File: config.mk
export PLATFORM = sky130hd
export DESIGN_NAME = scl_clock_gen
export DESIGN_NICKNAME = d
export VERILOG_FILES = /design/src/rtl/scl_div_pkg.sv /design/src/rtl/scl_prescaler.sv /design/src/rtl/scl_phase_fsm.sv /design/src/rtl/scl_clock_gen.sv
export SDC_FILE = /design/constraint.sdc
export NUM_CORES = 1
export LEC_CHECK = 0
export CAP_MARGIN = 20
export CORE_MARGIN = 2
export CORE_UTILIZATION = 50
export CTS_CLUSTER_DIAMETER = 30
export CTS_CLUSTER_SIZE = 14
export DETAILED_ROUTE_END_ITERATION = 10
export PLACE_DENSITY_LB_ADDON = 0.15
export SLEW_MARGIN = 20
export SYNTH_ARGS = -nofsm -noshare
export SYNTH_HDL_FRONTEND = slang
export SYNTH_HIERARCHICAL = 1
export SYNTH_SLANG_ARGS = --single-unit
File: constraint.sdc
create_clock -name clk -period 4.48 [get_ports clk]
set_input_delay 1.344 -clock clk [delete_from_list [all_inputs] [get_ports clk]]
set_output_delay 1.344 -clock clk [all_outputs]
set_load 0.1 [all_outputs]
File: src/rtl/scl_div_pkg.sv
package scl_div_pkg;

    localparam int CODE_W  = 6;
    localparam int BASE_W  = 5;   // base counts up to 18
    localparam int PLOG_W  = 4;   // prescaler exponent up to 8
    localparam int PRE_W   = 8;   // prescaler counter width (max 256)
    localparam int HALF_W  = BASE_W - 1;

    typedef struct packed {
        logic [BASE_W-1:0] base;
        logic [PLOG_W-1:0] plog;
    } scl_cfg_t;

    typedef enum logic [1:0] {
        PH_IDLE = 2'd0,
        PH_LOW  = 2'd1,
        PH_HIGH = 2'd2
    } scl_phase_e;

    function automatic scl_cfg_t mk_cfg(int b, int p);
        scl_cfg_t c;
        c.base = BASE_W'(b);
        c.plog = PLOG_W'(p);
        return c;
    endfunction

    // Split a divider code into base count and prescaler exponent.
    function automatic scl_cfg_t scl_decode(logic [CODE_W-1:0] code);
        scl_cfg_t   c;
        logic [5:0] idx;
        int         b4 [4];
        c   = mk_cfg(10, 1);
        idx = '0;
        if (code <= 6'h02) begin
            case (code[1:0])
                2'd0:    c = mk_cfg(14, 1);
                2'd1:    c = mk_cfg(15, 1);
                default: c = mk_cfg(17, 1);
            endcase
        end else if (code <= 6'h07) begin
            case (code)
                6'h03:   c = mk_cfg(10, 2);
                6'h04:   c = mk_cfg(11, 2);
                6'h05:   c = mk_cfg(12, 2);
                6'h06:   c = mk_cfg(14, 2);
                default: c = mk_cfg(17, 2);
            endcase
        end else if (code <= 6'h0C) begin
            case (code)
                6'h08:   c = mk_cfg(10, 3);
                6'h09:   c = mk_cfg(11, 3);
                6'h0A:   c = mk_cfg(13, 3);
                6'h0B:   c = mk_cfg(16, 3);
                default: c = mk_cfg(18, 3);
            endcase
        end else if (code <= 6'h1F) begin
            idx = code - 6'h0D;
            b4  = '{10, 12, 15, 18};
            c   = mk_cfg(b4[idx[1:0]], 4 + int'(idx[4:2]));
        end else if (code <= 6'h26) begin
            case (code)
                6'h20:   c = mk_cfg(10, 1);
                6'h21:   c = mk_cfg(11, 1);
                6'h22:   c = mk_cfg(12, 1);
                6'h23:   c = mk_cfg(13, 1);
                6'h24:   c = mk_cfg(14, 1);
                6'h25:   c = mk_cfg(16, 1);
                default: c = mk_cfg(18, 1);
            endcase
        end else if (code <= 6'h2B) begin
            case (code)
                6'h27:   c = mk_cfg(10, 2);
                6'h28:   c = mk_cfg(12, 2);
                6'h29:   c = mk_cfg(14, 2);
                6'h2A:   c = mk_cfg(16, 2);
                default: c = mk_cfg(18, 2);
            endcase
        end else begin
            idx = code - 6'h2C;
            b4  = '{10, 12, 14, 16};
            c   = mk_cfg(b4[idx[1:0]], 3 + int'(idx[4:2]));
        end
        return c;
    endfunction

endpackage

File: src/rtl/scl_prescaler.sv
module scl_prescaler
    import scl_div_pkg::*;
#(
    parameter int CNT_W = PRE_W,
    parameter int EXP_W = PLOG_W
) (
    input  logic             clk,
    input  logic             rst,
    input  logic             clr,
    input  logic [EXP_W-1:0] plog,
    output logic             tick
);
    logic [CNT_W:0]   span;
    logic [CNT_W-1:0] last;
    logic [CNT_W-1:0] cnt;

    always_comb begin
        span = (CNT_W+1)'(1) << plog;
        last = CNT_W'(span - (CNT_W+1)'(1));
    end

    assign tick = (cnt == last);

    always_ff @(posedge clk) begin
        if (rst || clr)  cnt <= '0;
        else if (tick)   cnt <= '0;
        else             cnt <= cnt + CNT_W'(1);
    end


    tick_gap_chk: assert property (@(posedge clk) disable iff (rst)
        (tick && !clr) |=> !tick);
endmodule

File: src/rtl/scl_phase_fsm.sv
module scl_phase_fsm
    import scl_div_pkg::*;
(
    input  logic              clk,
    input  logic              rst,
    input  logic              en,
    input  logic              tick,
    input  logic              scl_in,
    input  logic [BASE_W-1:0] base,
    output logic              idle,
    output logic              load,
    output logic              pull_low,
    output logic              done
);
    scl_phase_e        state;
    logic [HALF_W-1:0] cnt;
    logic [HALF_W-1:0] low_len;
    logic [HALF_W-1:0] high_len;
    logic              low_end;
    logic              high_end;

    always_comb begin
        low_len  = HALF_W'((base + BASE_W'(1)) >> 1);
        high_len = HALF_W'(base >> 1);
        low_end  = (state == PH_LOW)  && tick && (cnt + HALF_W'(1) == low_len);
        high_end = (state == PH_HIGH) && tick && scl_in
                   && (cnt + HALF_W'(1) == high_len);
        idle     = (state == PH_IDLE);
        load     = idle || high_end;
        pull_low = (state == PH_LOW);
    end

    always_ff @(posedge clk) begin
        if (rst || !en) begin
            state <= PH_IDLE;
            cnt   <= '0;
            done  <= 1'b0;
        end else begin
            done <= 1'b0;
            unique case (state)
                PH_IDLE: begin
                    state <= PH_LOW;
                    cnt   <= '0;
                end
                PH_LOW: begin
                    if (low_end) begin
                        state <= PH_HIGH;
                        cnt   <= '0;
                    end else if (tick) begin
                        cnt <= cnt + HALF_W'(1);
                    end
                end
                PH_HIGH: begin
                    if (high_end) begin
                        state <= PH_LOW;
                        cnt   <= '0;
                        done  <= 1'b1;
                    end else if (tick && scl_in) begin
                        cnt <= cnt + HALF_W'(1);
                    end
                end
                default: state <= PH_IDLE;
            endcase
        end
    end


    stretch_hold_chk: assert property (@(posedge clk) disable iff (rst)
        (en && !pull_low && !idle && tick && !scl_in) |=> !pull_low);

    disable_release_chk: assert property (@(posedge clk) disable iff (rst)
        !en |=> (!pull_low && !done));

    strobe_edge_chk: assert property (@(posedge clk) disable iff (rst)
        done |-> pull_low);

    strobe_single_chk: assert property (@(posedge clk) disable iff (rst)
        done |=> !done);
endmodule

File: src/rtl/scl_clock_gen.sv
module scl_clock_gen
    import scl_div_pkg::*;
(
    input  logic              clk,
    input  logic              rst,
    input  logic              en,
    input  logic [CODE_W-1:0] div_code,
    input  logic              scl_in,
    output logic              scl_pull_low,
    output logic              period_strobe
);
    scl_cfg_t cfg_q;
    logic     tick;
    logic     idle;
    logic     load;

    // Active split changes only at a driven falling edge or while stopped.
    always_ff @(posedge clk) begin
        if (rst)              cfg_q <= scl_decode(div_code);
        else if (!en || load) cfg_q <= scl_decode(div_code);
    end

    scl_prescaler #(
        .CNT_W (PRE_W),
        .EXP_W (PLOG_W)
    ) i_pre (
        .clk  (clk),
        .rst  (rst),
        .clr  (idle || !en),
        .plog (cfg_q.plog),
        .tick (tick)
    );

    scl_phase_fsm i_fsm (
        .clk      (clk),
        .rst      (rst),
        .en       (en),
        .tick     (tick),
        .scl_in   (scl_in),
        .base     (cfg_q.base),
        .idle     (idle),
        .load     (load),
        .pull_low (scl_pull_low),
        .done     (period_strobe)
    );


    cfg_hold_chk: assert property (@(posedge clk) disable iff (rst)
        (en && !load) |=> $stable(cfg_q));

    reset_quiet_chk: assert property (@(posedge clk)
        rst |=> (!scl_pull_low && !period_strobe));
endmodule

==> flow_summary.json, run 1 <==
{
  "core-area_mm2": 0.005075,
  "clk_latency_ns": 0.27,
  "fmax_mhz": 249.7,
  "yosysWarnings": 6,
  "grt_pass1_vias": 2159,
  "grt_max_degree": 15,
  "gp_congestion": 0.9285,
  "postSynthCellCount": 303,
  "setup_viol": 0,
  "ant_nets": 0,
  "tns_ns": 0,
  "r2r_end": "i_fsm/state[0]",
  "hold_viol": 0,
  "die_y_um": 76.32,
  "grt.overflow.total": 0,
  "num_rows": 26,
  "hold_class": "reg -> reg",
  "cts_made_buffers": 3,
  "required_ns": 4.69,
  "grtUsageTotal_pct": 20.92,
  "worstMarginPinSlew_ns": 0.9581,
  "cts.clk_slew.worst_paths_ns": 0.09,
  "final_common_cell": "ha_1",
  "initialDrtViolationCount": 169,
  "io_pins": 12,
  "cts_resized": 0,
  "mappedNetlistArea_mm2": 0.002615,
  "final.min_clock_period_ns": 4.004,
  "cap_violations": 0,
  "antenna_cells": 0,
  "outcome": "finished clean",
  "vias_per_cell": 6.115,
  "grt_pass1_wl_um": 10270,
  "r2r_slack_ns": 0.48,
  "worst-path-max-fanout": 10,
  "synth_cell_types": 76,
  "routedWlPerCell_um": 16.04,
  "power.density_mw_per_mm2": 241.3,
  "synthArstFlopShare_pct": 0,
  "root_buffer": "clkbuf_8",
  "skew_ns": 0.003173,
  "drcViolationCount": 0,
  "r2r_start": "cfg_q[3]",
  "die_x_um": 76.32,
  "drive_above_1_share_pct": 11.15,
  "crit_start": "cfg_q[3]",
  "synth_edf_count": 9,
  "cts_hold_buffers": 0,
  "wl_um": 6016,
  "rsz0062_at_grt": "no",
  "finalCritPeriodShare_pct": 89.38,
  "startpoint_type": "register",
  "endpoint": "i_fsm/state[0]",
  "endpoint_kind": "register",
  "antenna_found_initial": 0,
  "slew_violations": 0,
  "final_cell_mix": "ha_1 (22), nand2_1 (21), a21oi_1 (20), nor2_1 (20)",
  "io_buffers": 11,
  "synth_fp_nets": 335,
  "ir_drop_mv": 0.09777,
  "synth.area.top_cells": "dfxtp_1 (11%), ha_1 (11%), edfxtp_1 (10%)",
  "seq_area_frac_synth_pct": 21.82,
  "clock-sinks": 24,
  "synth-main-ff-cell": "dfxtp_1",
  "cts_buffer_depth": 2,
  "power_uw": 669.4,
  "die_area_mm2": 0.005825,
  "start_util_pct": 51.53,
  "vias": 2293,
  "maxSlewHeadroom_pct": 35.93,
  "cts_tree": "yes",
  "synth_area_per_cell_um2": 8.630,
  "postCtsSetupBuffers": 0,
  "critPathArrivalTime_ns": 4.21,
  "synth_seq_cells": 24,
  "drt-pass1-iter-count": 5,
  "yosysTopAreaCell": "dfxtp_1",
  "synth_top_area_share_pct": 11.48,
  "htree_levels": 1,
  "dp_hpwl_um": 4501,
  "area.growth.synth_to_final_pct": 6.077,
  "p_leak_uw": 0.001006,
  "crit_type": "reg -> reg",
  "ff2ff_path_depth": 12,
  "layout.nets": 338
}
-- where the power goes --
part | total [µW] | internal, µW | switching, µW
Combinational | 217 | 93.4 | 123
Clock | 191 | 119 | 71.7
Sequential | 262 | 243 | 19.1
-- through the flow --
step | cell area, µm² | setup WS, ns | hold WS, ns | instances | utilization, %
after floorplan | 2615 | 0.3850 | 0.4488 | 303 | -
final | 2774 | 0.4757 | 0.4895 | 375 | 54.66
after global placement | 2703 | 0.4767 | 0.4803 | 371 | 53.25
after global routing | 2774 | 0.2058 | 0.5410 | 375 | 54.66
after detailed placement | 2703 | 0.4376 | 0.4731 | 371 | 53.25
after CTS | 2774 | 0.4655 | 0.4863 | 375 | 54.66
-- critical path, cell delays in order, from the launching register on --
cell and delay (ns):
edfxtp_1 0.52, or4b_2 0.71, ha_1 0.29, or4b_1 0.56, a21oi_2 0.17, o21ai_2 0.08, a2111oi_4 0.33, nand3_1 0.11
nor3_1 0.19, nand3_1 0.13, and2_4 0.23, or4_1 0.47, a21oi_1 0.14
-- layer usage --
metal / global-route usage [%] / wire length [µm]
met1: 25.46 / 2616
met2: 36.99 / 2881
met3: 1.540 / 272
met4: 10.55 / 245
met5: 0 / 0
-- sequential cells by signal (all words and copies together) (netlist names) --
signal,count
i_pre/cnt,8
cfg_q,9
i_fsm/state,2
i_fsm/cnt,4
i_fsm/done,1
-- cells by family (layout without fill, tap and decap cells) --
family,count (synthesis),in the layout,share of synthesized area (%)
buf+inv,29,31,6.938
fa+ha+maj,22,22,10.53
compound gates,95,95,27.90
xor+xnor,24,24,8.038
mux,2,2,0.7656
simple gates,107,107,24.02
flops,24,24,21.82
-- cells in the mapped netlist (4+ instances only) --
| cell | count |
|---|---|
| nor3_1 | 7 |
| xnor2_1 | 14 |
| buf_2 | 4 |
| nor4_1 | 8 |
| a31oi_1 | 5 |
| o21ai_0 | 15 |
| a21oi_1 | 20 |
| nand2b_1 | 6 |
| o2111ai_1 | 7 |
| dfxtp_1 | 15 |
| xor2_1 | 10 |
| nand2_1 | 21 |
| ha_1 | 22 |
| o21a_1 | 5 |
| buf_6 | 4 |
| inv_1 | 13 |
| a21o_1 | 4 |
| nor2_1 | 20 |
| nand3_1 | 10 |
| edfxtp_1 | 9 |
-- how the worst min path moves through the flow --
stage / startpoint / to / slack (ns) / cells past startpoint
floorplan: i_pre/cnt[0] / i_pre/cnt[0] / 0.45 / 1
global placement: i_fsm/cnt[1] / i_fsm/cnt[1] / 0.48 / 2
detailed placement: i_pre/cnt[0] / i_pre/cnt[0] / 0.47 / 1
CTS: i_pre/cnt[0] / i_pre/cnt[0] / 0.49 / 1
global route: i_pre/cnt[0] / i_pre/cnt[0] / 0.54 / 1
finish: i_pre/cnt[0] / i_pre/cnt[0] / 0.49 / 1
-- final cells by class --
class / count / area (µm²)
sequential: 24 / 570.5
fill: 502 / 2301
multi-input combinational: 250 / 1863
clock inverter: 1 / 30.03
timing repair buffer: 14 / 132.6
clock buffer: 3 / 41.29
inverter: 13 / 48.80
tap: 70 / 87.58
(Power assumes the default switching activity.)
==> inputs of run 2 (changes only) <==
- SYNTH_HIERARCHICAL: 1 -> default
==> run 2 against run 1 <==
  * Sequential power barely moved
  * Flip-flop and latch count is the same
  * Final cell count decreased by 6.9%
  * Register-to-register slack gained 0.66 ns
  * Sequential share of layout area rose by 2.2 points
  * Clock power is 23% lower
  * Critical path type is now in -> reg
  * Die area down 9.8%
  * Largest power group unchanged
  * Largest cell class unchanged
  * Combinational power shrank 13%
==> flow_summary.json, run 2 <==
{
  "endpoint_kind": "register",
  "drt-pass1-iter-count": 5,
  "critical-path-top-delay-family": "compound AO/OA/AOI/OAI gates",
  "yosysTopAreaCell": "dfxtp_1",
  "fmax_mhz": 265.5,
  "routedWlPerCell_um": 14.61,
  "slowest_delay_ns": 0.64,
  "maxSlewHeadroom_pct": 35.68,
  "wl_um": 5100,
  "hold_class": "reg -> reg",
  "cts_buffer_depth": 2,
  "place_ws_ns": 0.4699,
  "startpoint_type": "input port",
  "initialDrtViolationCount": 127,
  "die_area_mm2": 0.005253,
  "grt_pass1_wl_um": 8928,
  "critPathArrivalTime_ns": 3.77,
  "die_y_um": 72.48,
  "clk_latency_ns": 0.26,
  "path_buf_inv": 2,
  "yosysMostFrequentCell": "o21ai_0",
  "yosysWarnings": 0,
  "antenna_found_initial": 0,
  "synth_fp_nets": 329,
  "start_util_pct": 52.76,
  "tns_ns": 0,
  "p_leak_uw": 0.0009112,
  "cap_violations": 0,
  "crit_start": "div_code[3]",
  "area.growth.synth_to_final_pct": 6.991,
  "final.min_clock_period_ns": 3.767,
  "cts_tree": "yes",
  "synth-xor-area-share_pct": 8.911,
  "synth_top_area_share_pct": 12.81,
  "synth_area_per_cell_um2": 7.842,
  "crit_type": "in -> reg",
  "grt_max_degree": 20,
  "cpMaxStageDelayCell": "clkdlybuf4s50_1",
  "dp_hpwl_um": 3871,
  "r2r_start": "cfg_q[3]",
  "ant_nets": 0,
  "grt.overflow.total": 0,
  "p_sw_share_pct": 32.90,
  "whs_ns": 0.5037,
  "yosys.area_share.simple_pct": 22.04,
  "switching_power_uw": 197.2,
  "synth.area.mux_share_pct": 0.4803,
  "synth-main-ff-cell": "dfxtp_1",
  "finalCritPeriodShare_pct": 84.09,
  "root_buffer": "clkbuf_8",
  "synth_edf_count": 9,
  "worstMarginPinSlew_ns": 0.9618,
  "largest_register_ffs": 9,
  "num_rows": 24,
  "setup_viol": 0,
  "slew_violations": 0,
  "vias_per_cell": 6.023,
  "postSynthCellCount": 299,
  "path_common_cell": "a211oi_1",
  "hold_start": "i_fsm.cnt[1]",
  "synth_adder_area_share_pct": 10.67,
  "r2r_slack_ns": 1.14,
  "mappedNetlistArea_mm2": 0.002345,
  "rsz0062_at_grt": "no",
  "grt_pass1_vias": 1922,
  "skew_ns": 0.004681,
  "reg_top3": "cfg_q x9, i_pre.cnt x8, i_fsm.cnt x4",
  "synth_top_cells_by_count": "o21ai_0 (27), nor2_1 (26), a21oi_1 (22)",
  "p_seq_share_pct": 44.0,
  "drive_above_1_share_pct": 6.061,
  "outcome": "finished clean",
  "antenna_cells": 0,
  "io_pins": 12,
  "cts_hold_buffers": 0,
  "cp_cell_sequence": "clkdlybuf4s50_1 -> inv_1 -> ha_1 -> a311oi_1 -> nand2_1 -> o32ai_1 -> a211oi_1 -> a211oi_1 -> o21ai_0",
  "ir_drop_mv": 0.1367,
  "cts_made_buffers": 3,
  "hold_viol": 0,
  "p_int_uw": 402.2,
  "clock-sinks": 24,
  "final_cell_mix": "o21ai_0 (27), nor2_1 (26), a21oi_1 (22), nand2_1 (21), ha_1 (20)",
  "power.density_mw_per_mm2": 238.9,
  "gp_congestion": 0.8766,
  "combPwrFrac_pct": 31.3,
  "final_common_cell": "o21ai_0",
  "regMostFlops": "cfg_q",
  "io_buffers": 11,
  "cts.clk_slew.worst_paths_ns": 0.09,
  "vias": 2102,
  "layout.nets": 328,
  "pwr-share-clk_pct": 24.6,
  "postCtsSetupBuffers": 0,
  "final_util_pct": 56.45,
  "seq_area_frac_synth_pct": 24.33,
  "synth_compound_area_share_pct": 27.05,
  "drcViolationCount": 0,
  "worst-path-max-fanout": 11,
  "synth_cell_types": 61,
  "synth.area.top_cells": "dfxtp_1 (13%), edfxtp_1 (12%), ha_1 (11%)",
  "synthArstFlopShare_pct": 0,
  "grtUsageTotal_pct": 20.89,
  "required_ns": 4.49,
  "core-area_mm2": 0.004444,
  "cts_resized": 0,
  "synth_seq_cells": 24,
  "finalWorstSetupSlack_ns": 0.7129,
  "synth_top_family_by_area": "compound AO/OA/AOI/OAI gates",
  "die_x_um": 72.48,
  "htree_levels": 1
}
[run 2: final cells by class]
class	count	area, µm²
inverters	17	63.81
multi-input cells	238	1622
clock buffers	4	55.05
flip-flops and latches	24	570.5
repair buffers	14	132.6
fillers	419	1936
well taps	52	65.06
[run 2: per-layer routing]
metal / up-vias / share of wire, % / wire [µm] / track usage [%]
met4: 0 / 2.0 / 104 / 7.613
met3: 9 / 3.4 / 171 / 2.083
li1: 1082 / - / - / -
met5: - / 0 / 0 / 0
met2: 47 / 47 / 2400 / 34.96
met1: 964 / 47 / 2422 / 27.95
[run 2: path summary, 6_finish.rpt]
path	depth (start not counted)	endpoint
setup / recovery	9	cfg_q[5]
setup reg to reg	11	i_fsm.cnt[1]
hold reg to reg	2	i_fsm.cnt[1]
hold / removal	2	i_fsm.cnt[1]
[run 2: power groups by stage]
stage	Sequential, µW	Combinational (µW)	Clock (µW)
CTS	264	188	150
detailed placement	269	187	0
global placement	269	184	0
global route	268	210	159
finish	264	188	148
floorplan	255	159	0
[run 2: kinds of logic after synthesis]
kind of cell,after synthesis
AOI/OAI and AO/OA,94
DFF,24
muxes,1
buffers and inverters,37
adders and majority gates,20
and+or+nand+nor,100
xor gates and xnor gates,23
[run 2: through the flow]
step                      power (µW)  instance area (µm²)  cells
after global placement         452.9                 2454    345
final                          599.3                 2509    349
after detailed placement       455.6                 2454    345
after CTS                      601.6                 2509    349
after floorplan                414.0                 2345    299
after global routing           637.3                 2509    349
[run 2: worst min-delay path: cells and delay by family, from the launching register on]
| kind | cells | cell delay (ns) |
|---|---|---|
| and+or+nand+nor | 1 | 0.06 |
| DFF | 1 | 0.33 |
| AOI/OAI and AO/OA | 1 | 0.07 |
